File: src/rtl/wrp_pkg.sv
package wrp_pkg;
  localparam int unsigned LAT      = 4;   // fixed write control latency
  localparam int unsigned SER_BITS = 21;  // serial start address length

  typedef enum logic [1:0] {
    ST_UNINIT,
    ST_LOAD,
    ST_SETTLE,
    ST_RUN
  } wrp_state_e;
endpackage

File: src/rtl/wrp_seq.sv
module wrp_seq
  import wrp_pkg::*;
#(
  parameter int unsigned DEPTH      = 1114112,
  parameter int unsigned SETTLE_CYC = 400,
  parameter int unsigned AW         = 21
) (
  input  logic          clk_i,
  input  logic          rst_ni,
  input  logic          wr_rst_i,
  input  logic          addr_ser_i,
  output wrp_state_e    state_o,
  output logic          load_done_o,
  output logic [AW-1:0] load_addr_o
);
  localparam int unsigned BCW = $clog2(SER_BITS);
  localparam int unsigned SCW = (SETTLE_CYC > 1) ? $clog2(SETTLE_CYC) : 1;

  wrp_state_e          state_q;
  logic [BCW-1:0]      bit_cnt_q;
  logic [SCW-1:0]      settle_cnt_q;
  logic [SER_BITS-1:0] shreg_q, shreg_nxt;
  logic                settle_end;

  assign shreg_nxt   = {addr_ser_i, shreg_q[SER_BITS-1:1]};
  assign load_done_o = (state_q == ST_LOAD) && !wr_rst_i &&
                       (32'(bit_cnt_q) == SER_BITS - 1);
  assign load_addr_o = AW'(32'(shreg_nxt) % DEPTH);
  assign state_o     = state_q;

  generate
    if (SETTLE_CYC == 0) begin : g_no_settle
      assign settle_end = 1'b1;
    end else begin : g_settle
      assign settle_end = (32'(settle_cnt_q) == SETTLE_CYC - 1);
    end
  endgenerate

  always_ff @(posedge clk_i or negedge rst_ni) begin
    if (!rst_ni) begin
      state_q      <= ST_UNINIT;
      bit_cnt_q    <= '0;
      settle_cnt_q <= '0;
      shreg_q      <= '0;
    end else if (wr_rst_i) begin
      state_q   <= ST_LOAD;
      bit_cnt_q <= BCW'(1);
      shreg_q   <= shreg_nxt;
    end else begin
      unique case (state_q)
        ST_LOAD: begin
          shreg_q   <= shreg_nxt;
          bit_cnt_q <= bit_cnt_q + 1'b1;
          if (load_done_o) begin
            state_q      <= (SETTLE_CYC == 0) ? ST_RUN : ST_SETTLE;
            settle_cnt_q <= '0;
          end
        end
        ST_SETTLE: begin
          if (settle_end) state_q <= ST_RUN;
          else            settle_cnt_q <= settle_cnt_q + 1'b1;
        end
        default: ;
      endcase
    end
  end
endmodule

File: src/rtl/wrp_ptr.sv
module wrp_ptr #(
  parameter int unsigned DEPTH = 1114112,
  parameter int unsigned AW    = 21
) (
  input  logic          clk_i,
  input  logic          rst_ni,
  input  logic          load_i,
  input  logic [AW-1:0] load_addr_i,
  input  logic          adv_i,
  output logic [AW-1:0] ptr_o
);
  logic [AW-1:0] ptr_q;
  logic          at_top;

  assign at_top = (32'(ptr_q) == DEPTH - 1);
  assign ptr_o  = ptr_q;

  always_ff @(posedge clk_i or negedge rst_ni) begin
    if (!rst_ni)     ptr_q <= '0;
    else if (load_i) ptr_q <= load_addr_i;
    else if (adv_i)  ptr_q <= at_top ? '0 : ptr_q + 1'b1;
  end
endmodule

File: src/rtl/wrp_rules.sv
module wrp_rules
  import wrp_pkg::*;
#(
  parameter int unsigned MIN_LOW    = 4,
  parameter int unsigned MIN_ACTIVE = 231
) (
  input  logic       clk_i,
  input  logic       rst_ni,
  input  logic       wr_rst_i,
  input  logic       wr_en_i,
  input  logic       in_en_i,
  input  wrp_state_e state_i,
  input  logic       load_done_i,
  output logic       err_o
);
  localparam int unsigned LCW = $clog2(MIN_LOW + 1);
  localparam int unsigned ACW = $clog2(MIN_ACTIVE + 1);

  logic [LCW-1:0] low_cnt_q;
  logic [ACW-1:0] act_cnt_q;
  logic           session_q, arm_q, seen_q, err_q;
  logic           run, bad_reset, early_we, blip, short_sess;

  assign run        = (state_i == ST_RUN) && !wr_rst_i;
  assign bad_reset  = wr_rst_i && ((32'(low_cnt_q) < MIN_LOW) || wr_en_i);
  assign early_we   = !wr_rst_i && wr_en_i &&
                      (state_i == ST_LOAD || state_i == ST_SETTLE);
  assign blip       = run && seen_q && !wr_en_i;
  assign short_sess = wr_rst_i && session_q && (32'(act_cnt_q) < MIN_ACTIVE);
  assign err_o      = err_q;

  always_ff @(posedge clk_i or negedge rst_ni) begin
    if (!rst_ni) begin
      low_cnt_q <= '0;
      act_cnt_q <= '0;
      session_q <= 1'b0;
      arm_q     <= 1'b0;
      seen_q    <= 1'b0;
      err_q     <= 1'b0;
    end else begin
      err_q <= err_q | bad_reset | early_we | blip | short_sess;
      if (wr_en_i)                         low_cnt_q <= '0;
      else if (32'(low_cnt_q) < MIN_LOW)   low_cnt_q <= low_cnt_q + 1'b1;

      if (wr_rst_i) begin
        session_q <= 1'b0;
        arm_q     <= 1'b0;
        seen_q    <= 1'b0;
      end else if (load_done_i) begin
        session_q <= 1'b1;
        arm_q     <= 1'b1;
        act_cnt_q <= '0;
      end else if (run) begin
        // first raise after a load must last two cycles
        if (arm_q && wr_en_i) begin
          arm_q  <= 1'b0;
          seen_q <= 1'b1;
        end
        if (seen_q) seen_q <= 1'b0;
        if (wr_en_i && in_en_i && (32'(act_cnt_q) < MIN_ACTIVE))
          act_cnt_q <= act_cnt_q + 1'b1;
      end
    end
  end
endmodule

File: src/rtl/wrp_pipe.sv
module wrp_pipe
  import wrp_pkg::*;
#(
  parameter int unsigned DW = 24,
  parameter int unsigned AW = 21
) (
  input  logic          clk_i,
  input  logic          rst_ni,
  input  logic          we_i,
  input  logic [AW-1:0] addr_i,
  input  logic [DW-1:0] data_i,
  output logic          we_o,
  output logic [AW-1:0] addr_o,
  output logic [DW-1:0] data_o
);
  logic          we_q   [LAT];
  logic [AW-1:0] addr_q [LAT];
  logic [DW-1:0] data_q [LAT];

  always_ff @(posedge clk_i or negedge rst_ni) begin
    if (!rst_ni) begin
      for (int s = 0; s < LAT; s++) begin
        we_q[s]   <= 1'b0;
        addr_q[s] <= '0;
        data_q[s] <= '0;
      end
    end else begin
      we_q[0]   <= we_i;
      addr_q[0] <= addr_i;
      data_q[0] <= data_i;
      for (int s = 1; s < LAT; s++) begin
        we_q[s]   <= we_q[s-1];
        addr_q[s] <= addr_q[s-1];
        data_q[s] <= data_q[s-1];
      end
    end
  end

  assign we_o   = we_q[LAT-1];
  assign addr_o = addr_q[LAT-1];
  assign data_o = data_q[LAT-1];
endmodule

File: src/rtl/wr_port_ctrl.sv
module wr_port_ctrl
  import wrp_pkg::*;
#(
  parameter int unsigned DEPTH      = 1114112,
  parameter int unsigned DW         = 24,
  parameter int unsigned SETTLE_CYC = 400,
  parameter int unsigned MIN_LOW    = 4,
  parameter int unsigned MIN_ACTIVE = 231,
  localparam int unsigned AW        = (DEPTH > 1) ? $clog2(DEPTH) : 1
) (
  input  logic          clk_i,
  input  logic          rst_ni,
  input  logic          wr_rst_i,
  input  logic          wr_en_i,
  input  logic          in_en_i,
  input  logic          addr_ser_i,
  input  logic [DW-1:0] data_i,
  output logic          mem_we_o,
  output logic [AW-1:0] mem_addr_o,
  output logic [DW-1:0] mem_data_o,
  output logic          not_init_o,
  output logic          proto_err_o
);
  wrp_state_e    state_s;
  logic          load_done_s, run_s, adv_s, write_go_s;
  logic [AW-1:0] load_addr_s, ptr_s;

  wrp_seq #(.DEPTH(DEPTH), .SETTLE_CYC(SETTLE_CYC), .AW(AW)) seq_i (
    .clk_i, .rst_ni, .wr_rst_i, .addr_ser_i,
    .state_o(state_s), .load_done_o(load_done_s), .load_addr_o(load_addr_s)
  );

  assign run_s      = (state_s == ST_RUN);
  assign adv_s      = run_s && wr_en_i && !wr_rst_i;
  assign write_go_s = adv_s && in_en_i;
  assign not_init_o = (state_s == ST_UNINIT) || (state_s == ST_LOAD);

  wrp_ptr #(.DEPTH(DEPTH), .AW(AW)) ptr_i (
    .clk_i, .rst_ni, .load_i(load_done_s), .load_addr_i(load_addr_s),
    .adv_i(adv_s), .ptr_o(ptr_s)
  );

  wrp_rules #(.MIN_LOW(MIN_LOW), .MIN_ACTIVE(MIN_ACTIVE)) rules_i (
    .clk_i, .rst_ni, .wr_rst_i, .wr_en_i, .in_en_i,
    .state_i(state_s), .load_done_i(load_done_s), .err_o(proto_err_o)
  );

  wrp_pipe #(.DW(DW), .AW(AW)) pipe_i (
    .clk_i, .rst_ni, .we_i(write_go_s), .addr_i(ptr_s), .data_i,
    .we_o(mem_we_o), .addr_o(mem_addr_o), .data_o(mem_data_o)
  );
endmodule

File: config.mk
export PLATFORM = sky130hd
export DESIGN_NAME = wr_port_ctrl
export DESIGN_NICKNAME = d
export VERILOG_FILES = /design/src/rtl/wrp_pkg.sv /design/src/rtl/wrp_seq.sv /design/src/rtl/wrp_ptr.sv /design/src/rtl/wrp_rules.sv /design/src/rtl/wrp_pipe.sv /design/src/rtl/wr_port_ctrl.sv
export SDC_FILE = /design/constraint.sdc
export NUM_CORES = 1
export LEC_CHECK = 0
export ABC_AREA = 1
export BUFFER_PORTS_ARGS = -buffer_cell sky130_fd_sc_hd__buf_2
export CORE_ASPECT_RATIO = 1.1
export CORE_MARGIN = 3
export CORE_UTILIZATION = 60
export CTS_BUF_LIST = sky130_fd_sc_hd__clkbuf_16
export CTS_CLUSTER_SIZE = 8
export DETAILED_ROUTE_END_ITERATION = 6
export PLACE_DENSITY = 0.85
export SLEW_MARGIN = 20
export SYNTH_ARGS = -nofsm -noshare
export SYNTH_HDL_FRONTEND = slang
export SYNTH_SLANG_ARGS = --single-unit
File: constraint.sdc
create_clock -name clk_i -period 4.65 [get_ports clk_i]
set_input_delay 0.465 -clock clk_i [delete_from_list [all_inputs] [get_ports clk_i]]
set_output_delay 0.465 -clock clk_i [all_outputs]
set_load 0.01 [all_outputs]
==> Word level (Yosys, flattened, before mapping) <==
Index checks and enable logic that the tools add are counted.
{ "word_totals": {"register_bits": 257, "in_bits": 30, "elab_cells": 115} }
{ "classes": {"magnitude_cmp": 2, "n_eq_ne": 11, "n_addsub": 5, "mux": 30, "n_div": 1, "n_reduce_logical": 38, "bitwise_logic": 5} }
{ "ops": {"columns": ["op", "count"], "rows": [
  ["$mux W21", 5],
  ["$mod A21 B21 Y32 const B", 1],
  ["$mux W8", 3],
  ["$add A21 B1 Y21 const B", 1],
  ["$eq A21 B21 Y1 const B", 1],
  ["$mux W9", 2],
  ["$pmux W9 S2", 1],
  ["$logic_and A1 B1 Y1", 16],
  ["$reduce_bool A2 Y1", 8],
  ["$mux W1", 11],
  ["$mux W5", 2],
  ["$add A9 B1 Y9 const B", 1],
  ["$eq A9 B9 Y1 const B", 1],
  ["$reduce_bool A3 Y1", 3],
  ["$add A8 B1 Y8 const B", 1],
  ["$lt A8 B8 Y1 const B", 1],
  ["$mux W2", 3],
  ["$mux W3", 2],
  ["$ne A2 B2 Y1 const B", 3],
  ["$ne A3 B3 Y1 const B", 2],
  ["$reduce_and A3 Y1", 2],
  ["$add A5 B1 Y5 const B", 1],
  ["$eq A5 B5 Y1 const B", 1],
  ["$eq A2 B2 Y1 const B", 2],
  ["11 further kinds", 18]
]} }

==> Depth between registers and ports, before layout <==
Gate-level depths: netlist (run 1).
{ "depth": {"word_depth": 7, "depth_mapped": 12, "ltp_nobuf": 11} }

==> By module <==
Synthesis (run 1) repeated with hierarchy kept, for this count alone.
{ "hier_totals": {"cells_unflattened": 755, "hier_area_um2": 9103.7} }
{ "modules_own_cells": {"columns": ["mod", "cells_each", "area_each_um2", "seq_area_each_um2", "n_inst"], "rows": [
  ["wrp_pipe", 229, 4942.2, 4604.4, 1],
  ["wrp_seq", 230, 1853.0, 900.9, 1],
  ["wrp_ptr", 181, 1453.9, 525.5, 1],
  ["wrp_rules", 108, 822.0, 375.4, 1],
  ["wr_port_ctrl", 7, 32.5, 0.0, 1]
]} }

==> Worst setup path before layout (run 1) <==
Ideal clock, no wire load.
{ "synth_timing": {"path_kind": "flip-flop to flip-flop", "startpoint": "reg seq_i.state_q[1] (netlist: seq_i.state_o[1])", "endpoint": "reg ptr_i.ptr_q[15] (netlist: ptr_i.ptr_o[15])", "setup_slack_ns": 3.060, "period_less_slack_ns": 1.590, "required_ns": 4.532, "arrival_ns": 1.472, "path_stages_with_launch": 13, "setup_ns": 0.118, "cell_sequence": "dfrtp_1 > inv_1 > ha_1 > buf_4 > inv_1 > nor2_2 > nand2_4 > nand2_2 > buf_6 > buf_6 > o22ai_1 > inv_1 > nand2_1"} }
{ "synth_between": {"elab_chain_len": 4, "word_cells_on_any_way": 8, "classes_between": "eq/ne (2); mux (1); reduce/logical (5)"} }
{ "synth_lines": {"columns": ["item", "line", "rtl"], "rows": [
  ["from (decl)", "wrp_seq.sv:19", "wrp_state_e state_q;"],
  ["from (signal assigned)", "wrp_seq.sv:55", "state_q <= (SETTLE_CYC == 0) ? ST_RUN : ST_SETTLE;"],
  ["$eq A2 B1 Y1 / $eq A2 B2 Y1 (equally long branches)", "wrp_seq.sv:26, wr_port_ctrl.sv:33", null],
  ["$logic_and A1 B1 Y1, on equally long branches (2 in a row)", "wrp_seq.sv:26, wr_port_ctrl.sv:34", null],
  ["$mux W21 / $reduce_bool A2 Y1 (equally long branches)", null, null],
  ["to (signal assigned)", "wrp_ptr.sv:20", "else if (load_i) ptr_q <= load_addr_i;"],
  ["to (signal assigned)", "wrp_ptr.sv:21", "else if (adv_i) ptr_q <= at_top ? '0 : ptr_q + 1'b1;"],
  ["to (decl)", "wrp_ptr.sv:12", "logic [AW-1:0] ptr_q;"]
]} }
Parallel ways exist; a longest one is shown, timed or not.
A chain may end at the register's enable or synchronous reset.

==> Worst setup path after layout (run 1) <==
{ "layout_timing": {"startpoint": "reg seq_i.state_q[1] (netlist: seq_i.state_o[1])", "endpoint": "reg seq_i.settle_cnt_q[0]"} }
{ "layout_between": {"elab_chain_len": 5, "word_cells_on_any_way": 9, "classes_between": "eq/ne (4); mux (1); reduce/logical (4)"} }
{ "layout_lines": {"columns": ["item", "line", "rtl"], "rows": [
  ["$eq A2 B1 Y1", "wrp_seq.sv:26, wrp_seq.sv:50", null],
  ["$logic_and A1 B1 Y1 (2 in a row)", "wrp_seq.sv:26", "assign load_done_o = (state_q == ST_LOAD) && !wr_rst_i &&"],
  ["$ne A2 B2 Y1 (no line)", null, null],
  ["$reduce_and A4 Y1 (no line)", null, null],
  ["to (signal assigned)", "wrp_seq.sv:61", "else settle_cnt_q <= settle_cnt_q + 1'b1;"],
  ["to (decl)", "wrp_seq.sv:21", "logic [SCW-1:0] settle_cnt_q;"]
]} }
Parallel ways exist; a longest one is shown, timed or not.

==> results.yml, run 1 <==
worst_setup_path:
  start_kind: "flip-flop"
  max_stage_delay_ps: 400
  critPathKind: "reg2reg"
  r2r_cells: 11
  slowest_stage: "dfrtp_1"
  worstSetupEndpointType: "flip-flop"
  cp_common_cell: "inv_1"
  required_ps: 5040
  crit_fanout: 36
  cp_cell_sequence: "inv_1 -> ha_1 -> inv_1 -> nor2_2 -> nand2_4 -> nand2_1 -> o21ai_1 -> nor2_2 -> inv_1 -> nand2_1 -> o21ai_2"
  worstPathArrival_ps: 2800
layout:
  insertedDiodeCount: 0
  drive_gt1_share_pct: 18.95
  syn2layout_area_growth_pct: 13.33
  final_cells: 1010
  layout_common_cells: "dfrtp_1 (256), nand2_1 (130), buf_2 (76)"
  final_common_cell: "dfrtp_1"
  nets: 857
yosys:
  synth-edff-count: 0
  synth-async-reset-ratio_pct: 100.0
  yosysWarnings: 0
  syn_area_sq_um: 9057
  yosysUniqueCellTypes: 38
  seq_area_frac_synth_pct: 70.73
  syn_inst: 756
  ys.flop_type: "dfrtp_1"
  ys_seq_elements: 256
  syn_area_per_cell_sq_um: 11.98
  synth_nets: 796
timing:
  clock.fmax_mhz: 414.2
  fin_crit_sh_pct: 51.93
  fin_skew_ps: 19.41
  hold_viol: 0
  min_period_ps: 2415
  rsz0062_at_grt: "no"
  setup-tns-final_ps: 0
  tightest_slew_ps: 821.4
  drv_slew: 0
  slew_headroom_pct: 45.24
  hold_slack_ps: 41.71
  finalSetupViolations: 0
  layout_setup_ws_ps: 2235
floorplanning:
  die_h_microns: 134.9
  rows: 46
  start_util_pct: 61.96
  io_pins: 78
  core_sq_um: 14620
  die_w_microns: 123.1
  die_area_sq_um: 16610
drt:
  wl_per_cell_microns: 16.32
  ant_nets: 0
  finalWirelength_microns: 16490
  avgViaCountPerCell: 5.204
  drcViolationCount: 0
  firstDrtPassIters: 7
  drt_iter0_markers: 366
  vias: 5256
grt:
  overflow: 0
  antenna_found_initial: 0
  grt_max_degree: 116
  grt_pass1_vias: 5406
  grt_pass1_wl_microns: 27540
  grtUsageTotal_pct: 21.35
placed_design:
  gp_congestion: 0.9299
  dp_cells: 970
  dp_hpwl_microns: 9691
  preCtsSetupSlack_ps: 2249
  port_buffers: 77
clock_tree:
  post_cts_buffers: 0
  ctsResizeCount: 0
  cts_buffers: 37
  root_buffer: "clkbuf_16"
  cts_hold_buf: 0
  cts_tree: "yes"
  cts_max_path_buffers: 3
  insertion_delay_ps: 500
  cts_max_level: 2
  clkSinkCount: 256
  path_clk_slew_ps: 50
run:
  max-cap-violations: 0
pwr:
  p_leak_nw: 5.131
  vdd_drop_max_v: 0.0003744
  totalPowerFinal_mw: 6.152
  power.density_nw_per_um2: 599.3
outcome:
  status: "finished clean"
hold_path:
  hold_path.class: "in2async"
-- per-layer routing --
| layer | vias to the layer above | global-route usage [%] | wire length, microns |
|---|---|---|---|
| li1 | 2471 | - | - |
| met1 | 2589 | 28.69 | 6875 |
| met2 | 171 | 34.87 | 8345 |
| met3 | 25 | 4.776 | 999 |
| met4 | 0 | 7.077 | 267 |
| met5 | - | 0 | 0 |
-- final timing paths --
check	endpoint	from	slack (ps)
worst max-delay path	seq_i.settle_cnt_q[0]	seq_i.state_o[1]	2240
worst min-delay path	pipe_i.data_o[8]	rst_ni	40
worst max register to register	seq_i.settle_cnt_q[0]	seq_i.state_o[1]	2240
worst min register to register	pipe_i.data_q[46]	pipe_i.data_q[70]	340
max in group asynchronous	pipe_i.data_q[81]	rst_ni	3510
min in group clk_i	pipe_i.data_q[83]	data_i[11]	70
-- final cells by class --
| class | instances | area, sq um |
|---|---|---|
| clock buffer | 37 | 925.9 |
| clock inverter | 3 | 37.54 |
| fill | 970 | 4354 |
| inverter | 79 | 296.5 |
| multi-input combinational | 363 | 1928 |
| sequential | 256 | 6406 |
| tap | 192 | 240.2 |
| timing repair buffer | 80 | 430.4 |
-- logic make-up (layout without fill, tap and decap cells) --
| group | count (synthesis) | count (layout) | share of synthesized area, % |
|---|---|---|---|
| compound gates | 81 | 81 | 5.084 |
| xor+xnor | 11 | 11 | 1.064 |
| flops | 256 | 256 | 70.73 |
| simple gates | 261 | 261 | 13.76 |
| fa+ha+maj | 10 | 10 | 1.381 |
| buf+inv | 137 | 199 | 7.984 |
-- cells in the mapped netlist (3+ instances only) --
cell      number  share of area, %
a21oi_1       13              0.72
buf_2          5              0.28
buf_4         46               3.8
buf_6          4              0.50
clkbuf_1       3              0.12
dfrtp_1      256                71
ha_1          10               1.4
inv_1         73               3.0
inv_2          6              0.25
nand2_1      130               5.4
nand2_2        7              0.48
nand2_4        3              0.37
nand3_1       37               2.0
nand3_2        3              0.33
nand4_1       18               1.2
nor2_1        41               1.7
nor2_2         3              0.21
nor2_4         4              0.50
nor3_1         7              0.39
nor3_4         3              0.54
o21ai_0       46               2.5
o221ai_1       3              0.29
o22ai_1        6              0.41
xor2_1        11               1.1
-- worst max-delay path, delay by kind of cell (launching register included) --
kind                     cells  cell delay, ps
AND/OR/NAND/NOR              5            1050
AO/OA/AOI/OAI                2             130
adder cells (fa/ha/maj)      1             290
flip-flops                   1             400
buffers and inverters        3             410
-- sequential cells by signal (all words and copies together) (netlist names) --
| register | count |
|---|---|
| pipe_i.addr_q | 63 |
| rules_i.err_o | 1 |
| seq_i.bit_cnt_q | 5 |
| rules_i.low_cnt_q | 3 |
| rules_i.act_cnt_q | 8 |
| pipe_i.addr_o | 21 |
| pipe_i.we_o | 1 |
| ptr_i.ptr_o | 21 |
| seq_i.state_o | 2 |
| rules_i.arm_q | 1 |
| pipe_i.data_o | 24 |
| pipe_i.data_q | 72 |
| rules_i.seen_q | 1 |
| rules_i.session_q | 1 |
| seq_i.shreg_q | 20 |
| seq_i.settle_cnt_q | 9 |
| pipe_i.we_q | 3 |
-- metrics by stage --
stage / instance area, sq um / utilization [%]
2_1_floorplan: 9057 / -
3_3_place_gp: 9301 / 63.63
3_5_place_dp: 9301 / 63.63
4_1_cts: 10260 / 70.22
5_1_grt: 10260 / 70.22
6_report: 10260 / 70.22
-- power breakdown --
part | leakage (nW) | switching, mW | internal [mW]
Clock | 0.475 | 0.873 | 1.41
Combinational | 1.49 | 0.563 | 0.290
Sequential | 3.16 | 0.296 | 2.72
Total | 5.13 | 1.73 | 4.42
No activity file was read; power rests on OpenSTA's default activity.
==> run 2, diff against run 1 <==
--- a/config.mk
+++ b/config.mk
@@ -9,11 +9,11 @@
 export BUFFER_PORTS_ARGS = -buffer_cell sky130_fd_sc_hd__buf_2
 export CORE_ASPECT_RATIO = 1.1
 export CORE_MARGIN = 3
-export CORE_UTILIZATION = 60
+export CORE_UTILIZATION = 53
 export CTS_BUF_LIST = sky130_fd_sc_hd__clkbuf_16
 export CTS_CLUSTER_SIZE = 8
 export DETAILED_ROUTE_END_ITERATION = 6
-export PLACE_DENSITY = 0.85
+export PLACE_DENSITY = 0.8
 export SLEW_MARGIN = 20
 export SYNTH_ARGS = -nofsm -noshare
 export SYNTH_HDL_FRONTEND = slang
==> constraint.sdc (replaced) <==
create_clock -name clk_i -period 2.15 [get_ports clk_i]
set_input_delay 0.215 -clock clk_i [delete_from_list [all_inputs] [get_ports clk_i]]
set_output_delay 0.215 -clock clk_i [all_outputs]
set_load 0.01 [all_outputs]
==> run 2 against run 1 <==
Die area is 13% higher. Routed wire length is 5.9% higher. Design area is 3.8% higher. Clock skew is 0.60 ps lower. Via count is 2.1% higher. Hold slack better by 3.2 ps. Clock power is 120% higher. Highest routed layer unchanged.
==> results.yml, run 2 (synthesis results as in run 1) <==
grt:
  overflow: 0
  met3_usage_pct: 3.966
  use_met2_pct: 33.73
  gr-usage-met1_pct: 25.03
  antenna_found_initial: 0
  grtUsageTotal_pct: 19.67
  busiest_layer: "met2"
  grt_pass1_vias: 5622
  grt_max_degree: 74
  grt_pass1_wl_microns: 28570
drt:
  ant_nets: 0
  avgViaCountPerCell: 5.069
  drt_iter0_markers: 301
  finalWirelength_microns: 17470
  wl_per_cell_microns: 16.49
  drcViolationCount: 0
  firstDrtPassIters: 5
  vias: 5368
layout:
  largest_register: "pipe_i.data_q"
  largest_reg_flops: 72
  final_common_cell: "dfrtp_1"
  drive_gt1_share_pct: 19.30
  insertedDiodeCount: 0
  syn2layout_area_growth_pct: 17.59
  nets: 894
  layout_common_cells: "dfrtp_1 (256), nand2_1 (130), buf_2 (76)"
floorplanning:
  die_w_microns: 130.6
  die_area_sq_um: 18700
  die_h_microns: 143.1
  core_sq_um: 16550
  rows: 49
  io_pins: 78
  start_util_pct: 54.72
pwr:
  power.density_nw_per_um2: 1263
  totalPowerFinal_mw: 13.45
  p_leak_nw: 5.301
  vdd_drop_max_v: 0.0007007
worst_setup_path:
  crit_fanout: 7
  max_stage_delay_ps: 380
  required_ps: 1930
  slowest_stage: "dfrtp_1"
  worstPathArrival_ps: 1740
  cp_cell_sequence: "inv_1 -> ha_1 -> buf_4 -> or2_2 -> buf_2"
  critPathKind: "reg2out"
  r2r_cells: 10
  start_kind: "flip-flop"
  worstSetupEndpointType: "output port"
outcome:
  status: "finished clean"
clock_tree:
  ctsResizeCount: 0
  clkSinkCount: 256
  cts_max_level: 2
  insertion_delay_ps: 500
  cts_buffers: 37
  root_buffer: "clkbuf_16"
  cts_hold_buf: 27
  path_clk_slew_ps: 50
  cts_tree: "yes"
  cts_max_path_buffers: 3
  post_cts_buffers: 0
timing:
  drv_slew: 0
  min_period_ps: 1959
  setup-tns-final_ps: 0
  finalSetupViolations: 0
  rsz0062_at_grt: "no"
  fin_crit_sh_pct: 91.10
  slew_headroom_pct: 63.15
  clock.fmax_mhz: 510.6
  fin_skew_ps: 18.81
  tightest_slew_ps: 552.8
  hold_viol: 0
hold_path:
  hold_path.class: "in2reg"
  hold_path_depth: 2
run:
  max-cap-violations: 0
placed_design:
  port_buffers: 77
  gp_congestion: 0.9364
  dp_hpwl_microns: 10110
[run 2: cell count changes in the layout (fill, tap and decap cells not counted), sizes merged]
| cell | change |
|---|---|
| buf | +10 |
| dlygate4sd3 | +27 |
[run 2: worst max-delay path: cells and delay by family, from the launching register on]
| family | cells | cell delay (ps) |
|---|---|---|
| buf+inv | 3 | 380 |
| flops | 1 | 380 |
| simple gates | 1 | 290 |
| fa+ha+maj | 1 | 190 |
[run 2: final timing paths]
kind,from,end,slack [ps]
max in group asynchronous,rst_ni,pipe_i.addr_o[11],1120
worst max register to register,seq_i.bit_cnt_q[0],ptr_i.ptr_o[9],340
worst max-delay path,seq_i.state_o[1],not_init_o,190
worst min-delay path,wr_rst_i,seq_i.state_o[1],40
worst min register to register,pipe_i.data_q[31],pipe_i.data_o[7],330
min in group asynchronous,rst_ni,pipe_i.data_o[7],280
[run 2: layout make-up]
type,instances,area (sq um)
inverter,79,296.5
sequential,256,6406
clock buffer,37,925.9
multi-input combinational,363,1928
tap,204,255.2
clock inverter,3,37.54
fill,1218,5903
timing repair buffer,117,800.8
[run 2: where the power goes]
part / switching (mW) / total (mW) / internal (mW)
sequential: 0.677 / 6.57 / 5.89
clock: 1.90 / 4.94 / 3.04
combinational: 1.24 / 1.94 / 0.705
[run 2: routing by layer]
metal,routed length [microns],vias up
met4,381,0
met1,7248,2633
met5,0,-
li1,-,2556
met3,801,33
met2,9032,146
[run 2: stage by stage]
step                worst slack, ps  hold slack [ps]  cells  util (%)  area, sq um
global route                  97.41            70.79   1059     64.34        10650
finish                        191.4            44.96   1059     64.34        10650
CTS                           164.7            25.17   1059     64.34        10650
global placement              438.9            213.5    992     56.89         9417
detailed placement            375.9            218.1    992     56.89         9417
floorplan                     560.3           -80.59    756         -         9057
